File: src/rtl/bcem_pkg.sv
package bcem_pkg;

  typedef enum logic [1:0] {
    ST_IDLE = 2'd0,
    ST_WAIT = 2'd1,
    ST_FLAG = 2'd2
  } mon_state_t;

  // strobes from control to datapath
  typedef struct packed {
    logic load;    // latch limit and owner, clear counter
    logic inc;     // advance the wait counter
    logic errEnd;  // cycle ends with an error this edge
    logic errExt;  // the error came from an external source
    logic clrLog;  // clear the sticky log
  } mon_strobe_t;

endpackage

File: src/rtl/bcem_datapath.sv
module bcem_datapath
  import bcem_pkg::*;
#(
  parameter int CNT_W    = 8,
  parameter int N_MASTER = 4,
  parameter int MID_W    = $clog2(N_MASTER)
) (
  input  logic                clk,
  input  logic                rstN,
  input  mon_strobe_t         stb,
  input  logic [CNT_W-1:0]    timeoutVal,
  input  logic [MID_W-1:0]    masterId,
  output logic                hit,
  output logic [N_MASTER-1:0] errIrq,
  output logic                errLogged,
  output logic                errLoggedExt
);

  logic [CNT_W-1:0]    waitCnt;
  logic [CNT_W-1:0]    limit;
  logic [MID_W-1:0]    owner;
  logic [N_MASTER-1:0] ownerHot;

  // the timer fires on the clock that would be the limit-th without acknowledge
  assign hit = (limit != '0) && (waitCnt == limit - 1'b1);

  for (genvar i = 0; i < N_MASTER; i++) begin : g_owner
    assign ownerHot[i] = (owner == MID_W'(i));
  end

  always_ff @(posedge clk or negedge rstN) begin
    if (!rstN) begin
      waitCnt <= '0;
      limit   <= '0;
      owner   <= '0;
    end else if (stb.load) begin
      waitCnt <= '0;
      limit   <= timeoutVal;
      owner   <= masterId;
    end else if (stb.inc && (limit != '0)) begin
      waitCnt <= waitCnt + 1'b1;
    end
  end

  always_ff @(posedge clk or negedge rstN) begin
    if (!rstN) begin
      errIrq <= '0;
    end else begin
      errIrq <= stb.errEnd ? ownerHot : '0;
    end
  end

  always_ff @(posedge clk or negedge rstN) begin
    if (!rstN) begin
      errLogged    <= 1'b0;
      errLoggedExt <= 1'b0;
    end else if (stb.errEnd) begin
      errLogged    <= 1'b1;
      errLoggedExt <= stb.errExt;
    end else if (stb.clrLog) begin
      errLogged    <= 1'b0;
      errLoggedExt <= 1'b0;
    end
  end

endmodule

File: src/rtl/bcem_control.sv
module bcem_control
  import bcem_pkg::*;
#(
  parameter int N_EXT = 3
) (
  input  logic             clk,
  input  logic             rstN,
  input  logic             cycleStart,
  input  logic             xferAck,
  input  logic [N_EXT-1:0] extErrReq,
  input  logic             statusClr,
  input  logic             hit,
  output mon_strobe_t      stb,
  output logic             errPulse,
  output logic             cycleDone,
  output logic             cycleErr
);

  mon_state_t state;
  mon_state_t stateNext;
  logic       extAny;
  logic       raise;
  logic       pulseExt;

  assign extAny = |extErrReq;
  assign raise  = (state == ST_WAIT) && !xferAck && (extAny || hit);

  always_comb begin
    stateNext  = state;
    stb        = '0;
    stb.errExt = pulseExt;
    stb.clrLog = statusClr;
    unique case (state)
      ST_IDLE: begin
        if (cycleStart) begin
          stb.load  = 1'b1;
          stateNext = ST_WAIT;
        end
      end
      ST_WAIT: begin
        if (xferAck) begin
          stateNext = ST_IDLE;
        end else if (extAny || hit) begin
          stateNext = ST_FLAG;
        end else begin
          stb.inc = 1'b1;
        end
      end
      ST_FLAG: begin
        stb.errEnd = 1'b1;
        stateNext  = ST_IDLE;
      end
      default: stateNext = ST_IDLE;
    endcase
  end

  always_ff @(posedge clk or negedge rstN) begin
    if (!rstN) begin
      state     <= ST_IDLE;
      errPulse  <= 1'b0;
      pulseExt  <= 1'b0;
      cycleDone <= 1'b0;
      cycleErr  <= 1'b0;
    end else begin
      state     <= stateNext;
      errPulse  <= raise;
      if (raise) pulseExt <= extAny;
      cycleDone <= ((state == ST_WAIT) && xferAck) || (state == ST_FLAG);
      cycleErr  <= (state == ST_FLAG);
    end
  end

endmodule

File: src/rtl/bus_err_monitor.sv
module bus_err_monitor
  import bcem_pkg::*;
#(
  parameter int CNT_W    = 8,
  parameter int N_EXT    = 3,
  parameter int N_MASTER = 4,
  parameter int MID_W    = $clog2(N_MASTER)
) (
  input  logic                clk,
  input  logic                rstN,
  input  logic                cycleStart,
  input  logic [MID_W-1:0]    masterId,
  input  logic [CNT_W-1:0]    timeoutVal,
  input  logic                xferAck,
  input  logic [N_EXT-1:0]    extErrReq,
  input  logic                statusClr,
  output logic                xferErrN,
  output logic                cycleDone,
  output logic                cycleErr,
  output logic [N_MASTER-1:0] errIrq,
  output logic                errLogged,
  output logic                errLoggedExt
);

  mon_strobe_t stb;
  logic        hit;
  logic        errPulse;

  bcem_control #(.N_EXT(N_EXT)) u_ctrl (
    .clk        (clk),
    .rstN       (rstN),
    .cycleStart (cycleStart),
    .xferAck    (xferAck),
    .extErrReq  (extErrReq),
    .statusClr  (statusClr),
    .hit        (hit),
    .stb        (stb),
    .errPulse   (errPulse),
    .cycleDone  (cycleDone),
    .cycleErr   (cycleErr)
  );

  bcem_datapath #(.CNT_W(CNT_W), .N_MASTER(N_MASTER), .MID_W(MID_W)) u_dp (
    .clk          (clk),
    .rstN         (rstN),
    .stb          (stb),
    .timeoutVal   (timeoutVal),
    .masterId     (masterId),
    .hit          (hit),
    .errIrq       (errIrq),
    .errLogged    (errLogged),
    .errLoggedExt (errLoggedExt)
  );

  // open-drain style: low while any source holds the line
  assign xferErrN = ~errPulse;

endmodule

File: config.mk
export PLATFORM = sky130hd
export DESIGN_NAME = bus_err_monitor
export DESIGN_NICKNAME = d
export VERILOG_FILES = /design/src/rtl/bcem_pkg.sv /design/src/rtl/bcem_datapath.sv /design/src/rtl/bcem_control.sv /design/src/rtl/bus_err_monitor.sv
export SDC_FILE = /design/constraint.sdc
export NUM_CORES = 1
export LEC_CHECK = 0
export CORE_ASPECT_RATIO = 0.75
export CORE_MARGIN = 5
export CORE_UTILIZATION = 30
export DETAILED_ROUTE_END_ITERATION = 10
export PLACE_DENSITY = 0.52
export SLEW_MARGIN = 20
export SYNTH_ARGS = -nofsm -noshare
export SYNTH_HDL_FRONTEND = slang
export SYNTH_HIERARCHICAL = 1
export SYNTH_SLANG_ARGS = --single-unit
export TNS_END_PERCENT = 20
File: constraint.sdc
create_clock -name clk -period 3.2 [get_ports clk]
set_input_delay 0.64 -clock clk [delete_from_list [all_inputs] [get_ports clk]]
set_output_delay 0.64 -clock clk [all_outputs]
set_load 0.005 [all_outputs]
Word-level counts from Yosys, hierarchy flattened
Cells that the tools add are included.
- flip-flop bits (word level): 30
- logic and storage cells: 53
- add/subtract/negate cells: 2
- equal/unequal tests: 8
- muxes and demuxes: 16
- bitwise logic cells: 1
- reductions and logical operators: 15
- operators with widths (cell ; number):
    $mux 8 ; 2
    $mux 1 ; 9
    $add 8x1->8 const B ; 1
    $eq 8x8->1 ; 1
    $reduce_bool 8->1 ; 1
    $sub 8x1->8 const B ; 1
    $eq 2x2->1 const B ; 3
    $mux 2 ; 3
    $logic_and 1x1->1 ; 5
    $eq 2x1->1 const B ; 2
    $logic_not 2->1 ; 2
    $mux 4 ; 1
    $pmux 2 s2 ; 1
    $reduce_bool 2->1 ; 2
    $ne 3x3->1 const B ; 1
    $reduce_or 3->1 ; 1
    $logic_or 1x1->1 ; 2
    $ne 2x2->1 const B ; 1
    $reduce_and 2->1 ; 1
    $logic_not 1->1 ; 1
    $not 1->1 ; 1

Depth between registers and ports, before layout
- word-level depth: 10
- mapped depth: 14
- gate-level depth less buffers: 14

By module
The synthesis kept the hierarchy.
- by module, submodules not included (module ; instances ; cells each ; area an instance (µm²)):
    bcem_datapath ; 1 ; 115 ; 1246.2
    bcem_control ; 1 ; 21 ; 270.3
    bus_err_monitor ; 1 ; 1 ; 3.8

Worst setup path after synthesis
OpenSTA, ideal clock, no wires.
- kind: flip-flop to flip-flop
- start point: reg u_dp.limit[2]
- end point: reg u_dp.waitCnt[3]
- library setup time: 0.132 ns
- data arrival time: 2.407 ns
- required time: 3.068 ns
- path slack: 0.662 ns
- cell stages (with the launch flop): 13
- path buffers: 1
- cells stage by stage: dfrtp_1 buf_6 nor3_2 nand3_2 and3_1 a2111oi_1 nor4_1 nor4_4 nor2b_4 a21boi_2 nand4_1 xor2_1 nor2_1
- RTL lines (what ; line ; text):
    start: declaration ; bcem_datapath.sv:20 ; logic [CNT_W-1:0] limit;
    start signal: assignment ; bcem_datapath.sv:38 ; limit <= timeoutVal;
    end signal: assignment ; bcem_datapath.sv:41 ; waitCnt <= waitCnt + 1'b1;
    end: declaration ; bcem_datapath.sv:19 ; logic [CNT_W-1:0] waitCnt;

==> results.md <==
Clock tree:
- The H-tree was split into 2 levels.
- The CTS sink count is 30.
- Counting the buffers created by CTS gives 5.
- The number of hold buffers added after CTS was 0.
- The clock network latency to the later pin of the worst-skew pair is 280 ps.
- The maximum number of buffers from clock root to sink is 2.
- The clock root buffer is clkbuf_8.
- TritonCTS built the clock tree.
- After clock tree synthesis, the clock-pin slew on the worst setup and hold paths is 60 ps.

Setup path:
- The endpoint of the worst-slack reg-to-reg timing path is u_dp/waitCnt[6].
- In this run the critical register-to-register path is launched from u_dp/limit[2].
- The data arrival at the endpoint of the critical path is 2920 ps.
- The slowest library cell on the worst path is dfrtp_1.
- The critical path contains buffers and inverters numbering 0 combined.
- The kind of end point of the critical path is a flip-flop.
- The largest delay contributor family on the critical path is simple AND/OR/NAND/NOR gates.
- STA classifies the critical path startpoint as a flip-flop.
- The number of cells on the worst reg-to-reg path is 12.
- The stage delay of the slowest cell on the critical path is 470 ps.
- The critical path goes through nor3_2, nand3_2, and3_1, a2111oi_1, nor4_1, nor4_4, nor2b_4, nand4_1, a21oi_1, nand3_1, xor2_1, nor2_1.
- The maximum fanout encountered on the critical timing path is 7.
- The setup path with the least slack is of type flip-flop to flip-flop.
- The flop-to-flop setup slack is 440 ps.
- The data required time of the critical path is 3360 ps.

Hold path:
- The endpoint with the worst hold slack is u_dp/errLogged.
- In this run the most critical hold path is launched from u_dp/errLogged.
- The worst hold path belongs to the class flip-flop to flip-flop.
- Along the worst hold path, the cell count comes to 1.

Timing:
- Between clock sinks in the finished design, the worst skew comes to 7.49 ps.
- The max-slew headroom at the worst pin is 60.9%.
- Timing would allow up to 362 MHz.
- The number of endpoints with negative hold slack in the final report is 0.
- After layout, the worst path uses 86.4% of the clock period.
- The smallest clock period supported by the final layout is computed as 2760 ps.
- The max-slew violation count is 0.
- The total setup violations reported at the end of the flow is 0.
- The setup TNS is 0 ps.
- At the pin with the least slew margin, the transition time is 580 ps.
- Setup repair after global routing left no endpoint under its margin.

Synth:
- The gate count of the mapped netlist is 137.
- The total nets after synthesis is 158.
- Yosys mapped the design onto 40 distinct sky130hd cell types.
- The netlist area before placement is 1520 µm².
- After synthesis the netlist holds a flip-flop and latch count of 30.
- The Yosys step of the flow raised 6 warnings.
- Sequential cells were found to cover 49.4% of the synthesized design area.
- The average footprint of a synthesized cell is 11.1 µm².

Power:
- The power per cell area is 506 nW/µm².
- The leakage component of the power is 0.839 nW.
- The maximum vdd ir drop is 0.195 mV.

GRT:
- The number of antenna violations at the first check in global routing is 0.
- The global-route usage over all layers is 10.7%.
- The number of global-route vias before repair is 1,076.
- Summed over all layers, the global routing overflow is 0.
- The global-route wire length before repair is 5460 µm.
- The pin count of the biggest net entering global routing is 31.

Run:
- The number of max-cap violations is 0.

Die:
- The die outline area is 6610 µm².
- The I/O pin total is 27.
- The die width is 92.2 µm.
- The core box area is 4900 µm².
- The number of cell rows is 22.
- The die is 71.7 µm tall.
- The initial utilization of the core area, before any placement, comes to 31.0%.

Layout:
- The fill cell instance count of the final layout is 469.
- The area of the multi-input gates is 719 µm².
- After the last flow step, the layout net total stands at 188.
- The share of cells above drive strength 1 is 17.9%.
- The area growth from synthesis to final layout is 27.7%.
- The most common cell after layout, fill and taps aside is dfrtp_1.
- The count of inserted antenna diode cells is 0.
- The top cell types in the final layout, fill and taps aside, are dfrtp_1, clkdlybuf4s50_1, nor2_1.
- With fillers left out, the area of the finished cells amounts to 1940 µm².
- The area taken by flip-flops and latches is 751 µm².

Detailed routing:
- In the final routed layout, each cell accounts on average for 13.7 µm.
- The pre-antenna-repair detailed-routing pass consisted of 4 iterations.
- The number of vias per cell is 4.86.
- After detailed routing, the number of remaining DRC violations is 0.
- The remaining number of nets flagged by the antenna check after routing is 0.
- The routed wire length is 3110 µm.
- The total via count in the routed design is 1,107.
- The number of DRC violations after detailed-routing iteration 0 is 66.

Status:
- The run finished with clean final reports.

Place:
- Summing all placed instances gives a cell area of 1850 µm².
- Buffers placed on the I/O ports in this run total 26.
- The global placer's final weighted congestion is 0.806.
- The post-detailed-placement half-perimeter wirelength is 2300 µm.
==> metal layers <==
metal	global-route usage (%)	part of all wire, %	wire length [µm]
met1	14.7	47	1480
met2	15.4	44	1360
met3	3.78	7.4	229
met4	4.45	1.4	44
met5	0	0	0
==> cell families (layout without fill, tap and decap cells) <==
| kind of cell | after synthesis | after routing | synth area share (%) |
|---|---|---|---|
| simple gates | 53 | 53 | 22.0 |
| xor+xnor | 15 | 15 | 8.64 |
| fa+ha+maj | 3 | 3 | 2.47 |
| flops | 30 | 30 | 49.4 |
| buf+inv | 12 | 43 | 3.95 |
| mux | 9 | 9 | 6.58 |
| compound gates | 15 | 15 | 7.00 |
==> sequential cells by signal, indices dropped and copies added (netlist names) <==
| signal | count |
|---|---|
| u_ctrl/cycleDone | 1 |
| u_ctrl/cycleErr | 1 |
| u_ctrl/errPulse | 1 |
| u_ctrl/pulseExt | 1 |
| u_ctrl/state | 2 |
| u_dp/errIrq | 4 |
| u_dp/errLogged | 1 |
| u_dp/errLoggedExt | 1 |
| u_dp/limit | 8 |
| u_dp/owner | 2 |
| u_dp/waitCnt | 8 |
==> through the flow <==
stage	util [%]	power (W)	hold slack (ps)	setup slack, ps	instances
after floorplan	-	0.000604	344	662	137
after global placement	37.7	0.000674	467	418	220
after detailed placement	37.7	0.000679	473	381	220
after CTS	39.5	0.00100	487	338	228
after global routing	39.6	0.00104	502	134	228
final	39.6	0.000983	487	436	228
==> cell usage after synthesis <==
cell type / count / share of area (%)
a2111oi_1: 1 / 0.66
a21boi_2: 1 / 0.74
a21o_1: 1 / 0.49
a21oi_1: 1 / 0.33
a22o_1: 1 / 0.58
and2b_2: 1 / 0.58
and3_1: 6 / 2.5
buf_4: 2 / 0.99
buf_6: 1 / 0.74
clkbuf_1: 3 / 0.74
dfrtp_1: 30 / 49
ha_1: 3 / 2.5
inv_1: 6 / 1.5
mux2_2: 8 / 5.9
mux2i_1: 1 / 0.66
nand2_1: 6 / 1.5
nand2b_1: 3 / 1.2
nand3_1: 4 / 1.3
nand3_2: 1 / 0.66
nand3b_1: 1 / 0.49
nand4_1: 3 / 1.2
nor2_1: 13 / 3.2
nor2b_1: 1 / 0.41
nor2b_4: 1 / 0.91
nor3_1: 2 / 0.66
nor3_2: 1 / 0.66
nor3b_1: 3 / 1.5
nor4_1: 2 / 0.82
nor4_2: 1 / 0.82
nor4_4: 1 / 1.4
nor4b_2: 1 / 0.99
o21ai_0: 5 / 1.6
o21ai_1: 2 / 0.66
o221a_2: 1 / 0.74
o22ai_1: 1 / 0.41
o41a_1: 1 / 0.74
or2_1: 1 / 0.41
or3b_4: 1 / 0.74
xnor2_1: 5 / 2.9
xor2_1: 10 / 5.8
==> power breakdown <==
group	switching [W]	internal [W]
Combinational	0.0000848	0.000115
Sequential	0.0000517	0.000421
Clock	0.000138	0.000173
Total	0.000275	0.000709
==> repair_timing <==
action | in CTS | in global routing
endpoints found under the setup margin | 0 | 1
setup buffers | 0 | 0
gates resized for setup | 0 | 1
==> worst max-delay path by stage <==
stage                              from  slack [ps]               to  cells past startpoint
after floorplan           u_dp/limit[2]         660  u_dp/waitCnt[3]                     12
final                     u_dp/limit[2]         440  u_dp/waitCnt[6]                     12
after global routing      u_dp/limit[2]         130  u_dp/waitCnt[5]                     12
after global placement    u_dp/limit[0]         420  u_dp/waitCnt[5]                     14
after detailed placement  u_dp/limit[0]         380  u_dp/waitCnt[5]                     14
after CTS                 u_dp/limit[0]         340  u_dp/waitCnt[6]                     14
==> area by class of cell <==
cell class                      instances  area share [%]
Clock inverter                          1           0.258
Sequential cell                        30            38.7
Clock buffer                            7            4.45
Multi-Input combinational cell         95            37.0
Timing Repair Buffer                   29            14.6
Tap cell                               60            3.87
Inverter                                6            1.16
(Power assumes the default switching activity.)
